File: config.mk
export PLATFORM = sky130hd
export DESIGN_NAME = nic_csr_bank
export DESIGN_NICKNAME = d
export VERILOG_FILES = /design/src/rtl/nic_csr_pkg.sv /design/src/rtl/nic_csr_status.sv /design/src/rtl/nic_csr_aux.sv /design/src/rtl/nic_csr_bank.sv
export SDC_FILE = /design/constraint.sdc
export NUM_CORES = 1
export LEC_CHECK = 0
export ABC_CLOCK_PERIOD_IN_PS = 2000
export BUFFER_PORTS_ARGS = -buffer_cell sky130_fd_sc_hd__buf_2
export CORE_ASPECT_RATIO = 1.1
export CORE_MARGIN = 10
export CORE_UTILIZATION = 45
export DETAILED_ROUTE_END_ITERATION = 12
export PLACE_DENSITY = 0.7
export SLEW_MARGIN = 25
export SYNTH_ARGS = -nofsm -noshare
export SYNTH_HDL_FRONTEND = slang
export SYNTH_SLANG_ARGS = --single-unit
File: constraint.sdc
create_clock -name clk -period 2 [get_ports clk]
set_input_delay 0 -clock clk [delete_from_list [all_inputs] [get_ports clk]]
set_output_delay 0 -clock clk [all_outputs]
set_load 0.01 [all_outputs]
File: src/rtl/nic_csr_pkg.sv
package nic_csr_pkg;
    localparam int DW        = 16;
    localparam int CSR_COUNT = 4;
    localparam int SEL_W     = $clog2(CSR_COUNT);

    localparam int B_ERR   = 15;
    localparam int B_RXI   = 10;
    localparam int B_TXI   = 9;
    localparam int B_IDONE = 8;
    localparam int B_INTR  = 7;
    localparam int B_IEN   = 6;
    localparam int B_RXON  = 5;
    localparam int B_TXON  = 4;
    localparam int B_STOP  = 2;
    localparam int B_START = 1;
    localparam int B_INIT  = 0;

    localparam logic [DW-1:0] W1C_MASK  = 16'h7F00;
    localparam logic [DW-1:0] ERR_MASK  = 16'h7100;
    localparam logic [DW-1:0] INTR_MASK = 16'h7F00;
    localparam logic [DW-1:0] STOP_VAL  = 16'h0004;

    typedef struct packed {
        logic [DW-1:0] csr0;
        logic          irq;
    } status_st_t;
endpackage

File: src/rtl/nic_csr_status.sv
module nic_csr_status
    import nic_csr_pkg::*;
(
    input  logic          clk,
    input  logic          rst_n,
    input  logic          wr_en,
    input  logic [DW-1:0] wdata,
    input  logic          rx_set,
    input  logic          tx_set,
    output logic [DW-1:0] csr0_q,
    output logic          irq_q
);
    status_st_t st_d, st_q;
    logic [DW-1:0] work;
    logic          stop_cmd;

    always_comb begin
        st_d     = st_q;
        work     = st_q.csr0;
        stop_cmd = wr_en && wdata[B_STOP];
        if (wr_en && !stop_cmd) begin
            work         = st_q.csr0 & ~(wdata & W1C_MASK);
            work[B_ERR]  = |(work & ERR_MASK);
            work[B_INTR] = |(work & INTR_MASK);
            work[B_IEN]  = wdata[B_IEN];
            if (wdata[B_INIT]) begin
                work[B_INIT]  = 1'b1;
                work[B_IDONE] = 1'b1;
                work[B_STOP]  = 1'b0;
            end else if (wdata[B_START]) begin
                work[B_START] = 1'b1;
                work[B_RXON]  = 1'b1;
                work[B_TXON]  = 1'b1;
                work[B_STOP]  = 1'b0;
            end
        end
        if (!stop_cmd && !st_q.csr0[B_STOP]) begin
            if (rx_set) begin
                work[B_RXI]  = 1'b1;
                work[B_INTR] = 1'b1;
            end
            if (tx_set) begin
                work[B_TXI]  = 1'b1;
                work[B_INTR] = 1'b1;
            end
        end
        st_d.csr0 = stop_cmd ? STOP_VAL : work;
        st_d.irq  = st_q.csr0[B_INTR] & st_q.csr0[B_IEN];
    end

    always_ff @(posedge clk) begin
        if (!rst_n) begin
            st_q.csr0 <= STOP_VAL;
            st_q.irq  <= 1'b0;
        end else begin
            st_q <= st_d;
        end
    end

    assign csr0_q = st_q.csr0;
    assign irq_q  = st_q.irq;
endmodule

File: src/rtl/nic_csr_aux.sv
module nic_csr_aux
    import nic_csr_pkg::*;
(
    input  logic                          clk,
    input  logic                          rst_n,
    input  logic                          ptr_wr,
    input  logic                          data_wr,
    input  logic [DW-1:0]                 wdata,
    output logic [SEL_W-1:0]              sel_q,
    output logic [CSR_COUNT-1:1][DW-1:0]  regs_q
);
    logic [SEL_W-1:0]             sel_d;
    logic [CSR_COUNT-1:1][DW-1:0] regs_d;
    logic [CSR_COUNT-1:1]         reg_we;

    for (genvar i = 1; i < CSR_COUNT; i++) begin : g_we
        assign reg_we[i] = data_wr && (sel_q == SEL_W'(i));
    end

    always_comb begin
        sel_d  = sel_q;
        regs_d = regs_q;
        if (ptr_wr && (32'(wdata) < CSR_COUNT)) begin
            sel_d = wdata[SEL_W-1:0];
        end
        for (int i = 1; i < CSR_COUNT; i++) begin
            if (reg_we[i]) begin
                regs_d[i] = wdata;
            end
        end
    end

    always_ff @(posedge clk) begin
        if (!rst_n) begin
            sel_q  <= '0;
            regs_q <= '0;
        end else begin
            sel_q  <= sel_d;
            regs_q <= regs_d;
        end
    end
endmodule

File: src/rtl/nic_csr_bank.sv
module nic_csr_bank
    import nic_csr_pkg::*;
#(
    parameter int ADDR_W = 2
) (
    input  logic              clk,
    input  logic              rst_n,
    input  logic              host_wr,
    input  logic [ADDR_W-1:0] host_addr,
    input  logic [15:0]       host_wdata,
    output logic [15:0]       host_rdata,
    input  logic              rx_int_set,
    input  logic              tx_int_set,
    output logic              stopped,
    output logic              rx_on,
    output logic              tx_on,
    output logic [31:0]       init_ptr,
    output logic [15:0]       mode_cfg,
    output logic              irq
);
    localparam logic [ADDR_W-1:0] OFS_DATA = ADDR_W'(0);
    localparam logic [ADDR_W-1:0] OFS_PTR  = ADDR_W'(1);

    logic [DW-1:0]                csr0_q;
    logic [SEL_W-1:0]             sel_q;
    logic [CSR_COUNT-1:1][DW-1:0] aux_q;
    logic [CSR_COUNT-1:0][DW-1:0] bank;
    logic                         data_wr, ptr_wr, csr0_wr;

    assign data_wr = host_wr && (host_addr == OFS_DATA);
    assign ptr_wr  = host_wr && (host_addr == OFS_PTR);
    assign csr0_wr = data_wr && (sel_q == '0);

    nic_csr_status u_status (
        .clk    (clk),
        .rst_n  (rst_n),
        .wr_en  (csr0_wr),
        .wdata  (host_wdata),
        .rx_set (rx_int_set),
        .tx_set (tx_int_set),
        .csr0_q (csr0_q),
        .irq_q  (irq)
    );

    nic_csr_aux u_aux (
        .clk     (clk),
        .rst_n   (rst_n),
        .ptr_wr  (ptr_wr),
        .data_wr (data_wr),
        .wdata   (host_wdata),
        .sel_q   (sel_q),
        .regs_q  (aux_q)
    );

    always_comb begin
        bank[0]             = csr0_q;
        bank[CSR_COUNT-1:1] = aux_q;
        host_rdata          = '0;
        if (host_addr == OFS_DATA) begin
            host_rdata = bank[sel_q];
        end else if (host_addr == OFS_PTR) begin
            host_rdata = 16'(sel_q);
        end
    end

    assign stopped  = csr0_q[B_STOP];
    assign rx_on    = csr0_q[B_RXON];
    assign tx_on    = csr0_q[B_TXON];
    assign init_ptr = {aux_q[2], aux_q[1]};
    assign mode_cfg = aux_q[3];
endmodule

==> impl_results.md <==
- Worst Hold End: u_status.csr0_q[8]
- Setup ws final: 0.172 ns
- Synth top area share: 43.8%
- TritonRoute pass-1 iters: 4
- WP data arrival: 1.83 ns
- EDFF count, synth: 0
- Yosys warning total: 0
- Crit path launch type: flip-flop
- Initial antenna violation count: 0
- Min cycle time layout: 1.83 ns
- Ys async rst share: 0%
- Residual DRC: 0
- H-Tree Depth: 3
- Vias in the first global route: 2778
- R2R cell count: 4
- Critical path launch point: u_aux.sel_q[1]
- DP Worst Slack: 0.387 ns
- Clk_skew: 0.00499 ns
- Setup_tns: 0 ns
- Starting Density: 46.0%
- Height of the die: 106 um
- Wire length of the first global-routing pass: 14400 um
- Syn_area_per_cell: 9.69 um2
- Die ar.: 0.0104 mm2
- Post-synthesis sequential area ratio: 43.8%
- CTS root buf: clkbuf_8
- Count of cell types in the netlist: 40
- Via count: 2721
- Hold Path Stages: 4
- Area Overhead vs Synth: 29.6%
- Final non-filler cell total: 511
- Relative max-transition margin: 68.4%
- Fill count: 605
- Top FF cell, synth: dfxtp_1
- Yosys reg bits: 66
- Final Hold Vio Count: 0
- Period utilisation layout: 91.4%
- I/O pin count: 91
- Unrepaired setup endpoints after global routing: false
- Leading area contributor after synthesis: dfxtp_1
- Achievable frequency: 547 MHz
- Synthesized cell area: 0.00301 mm2
- Max capacitance violation total: 0
- Reg clk slew, reported paths: 0.07 ns
- RD Place Congestion: 0.858
- CTS tree: yes
- WP data required: 2.00 ns
- Critical path type: reg2out
- Placed insts: 479
- Worst-Margin Slew: 0.474 ns
- Final core utilization: 59.6%
- Leak pwr: 1.76 nW
- Mapped Cells: 311
- R2R Setup Slk: 0.35 ns
- CTS buffer count: 9
- Die Wd: 98.0 um
- Routed wire length: 8880 um
- Critical R2R Capture: u_status.csr0_q[2]
- ANT cells: 0
- Ranking of synthesized cells by area: dfxtp_1, mux2i_1, mux4_2, nor2_1, nand2_1
- CTS Buffer Depth: 2
- Core area: 0.00656 mm2
- Commonest cells post-synth: dfxtp_1, nor2_1, nand2_1, mux2i_1, a21oi_1
- Largest net degree at the start of global routing: 31
- Final HPWL DP: 6540 um
- Cell Rows: 31
- Post-route ant nets: 0
- Pwr per Cell Area: 602 mW/mm2
- Grt ovf: 0
- Hold WC Path Type: in2reg
- VDD IR max: 0.361 mV
- Synth Net Count: 334
- Buffers on Ports: 90
- Critical-path maximum fanout: 17
- R2R Path Start: u_aux.sel_q[0]
- Cell with the most instances after synthesis: dfxtp_1
- Pwr Total: 0.00235 W
- Worst setup EP type: output port
- Total track usage: 16.9%
- Share of cells above drive strength 1: 32.2%
- CTS sink cnt: 66
- Final setup violation count: 0
- Via density: 5.32
- Clk_lat worst skew: 0.34 ns
- Outcome: complete, no violations
- Routed len/inst: 17.4 um
- Nets: 450
- Max Slew Vio Count: 0
- Min-delay src: host_addr[1]
- Initial DRC count: 156
-- what timing repair did --
action / 4_1_cts / 5_1_grt
endpoints found under the setup margin: 0 / 1
hold buffers: 19 / 0
hold endpoints to repair: 39 / 0
resized for setup: 0 / 1
setup buffers: 0 / 0
-- report_power, final --
group / leakage, nW / internal [W] / switching [W] / total, W
combinational: 1.16 / 0.0000657 / 0.0000863 / 0.000152
sequential: 0.532 / 0.00132 / 0.00000323 / 0.00132
clock: 0.0722 / 0.000428 / 0.000449 / 0.000878
-- metal layers --
layer	share of wire [%]	routed length, um	vias up	global-route usage, %
li1	-	-	1314	-
met1	42	3770	1321	20.6
met2	49	4390	75	27.6
met5	0	0	-	0
met4	1.7	153	0	6.55
met3	6.4	567	11	4.77
-- cells in the final DEF (no fill, tap or decap), drive strengths merged, types with 2 or more instances in the layout --
cell	count
and3	7
o21ai	6
mux2	2
mux4	14
nor3	2
o21a	3
a21o	2
a21oi	26
clkbuf	12
nand2	38
buf	105
mux2i	35
nand3	5
inv	3
dfxtp	66
nand2b	3
a31oi	4
nand3b	2
nor2b	17
nor3b	4
nor2	43
dlygate4sd3	19
-- worst max-delay path by stage --
| stage | to | slack, ns | depth (start not counted) |
|---|---|---|---|
| 6_report | host_rdata[1] | 0.17 | 5 |
| 4_1_cts | host_rdata[1] | 0.09 | 5 |
| 3_5_place_dp | u_aux.regs_q[40] | 0.39 | 5 |
| 5_1_grt | host_rdata[1] | 0.03 | 5 |
| 2_1_floorplan | u_aux.regs_q[32] | 0.49 | 6 |
| 3_3_place_gp | flip-flop | 0.38 | 4 |
-- flip-flops by register name, summed over array words and instances (netlist names), named ones only --
register / flops
u_aux.regs_q: 48
u_aux.sel_q: 2
u_status.csr0_q: 12
u_status.irq_q: 1
-- cells by family after synthesis --
group	share of synthesized area, %
simple gates	21.3
flops	43.8
mux	22.8
compound gates	7.97
buf+inv	4.11
-- metrics by stage --
step	hold WS (ns)	cell area, um2
3_5_place_dp	0.269	3570
6_report	0.267	3910
5_1_grt	0.274	3910
3_3_place_gp	0.256	3570
2_1_floorplan	0.0441	3010
4_1_cts	0.242	3900
-- critical path, cell delays in order (launching register included) --
cell and delay [ns]:
dfxtp_1 0.39, buf_6 0.24, mux4_2 0.52, mux2i_1 0.15
nor2_1 0.06, buf_2 0.13
-- area by class of cell --
| cell class | instances | area, um2 | share of cell area (%) |
|---|---|---|---|
| sequential | 66 | 1320 | 33.8 |
| tap | 82 | 103 | 2.63 |
| clock inverter | 1 | 5.00 | 0.128 |
| timing repair buffer | 124 | 757 | 19.4 |
| inverter | 3 | 11.3 | 0.288 |
| multi-input combinational | 223 | 1580 | 40.3 |
| clock buffer | 12 | 135 | 3.46 |
Note: power is estimated with default switching activity, not from simulation.
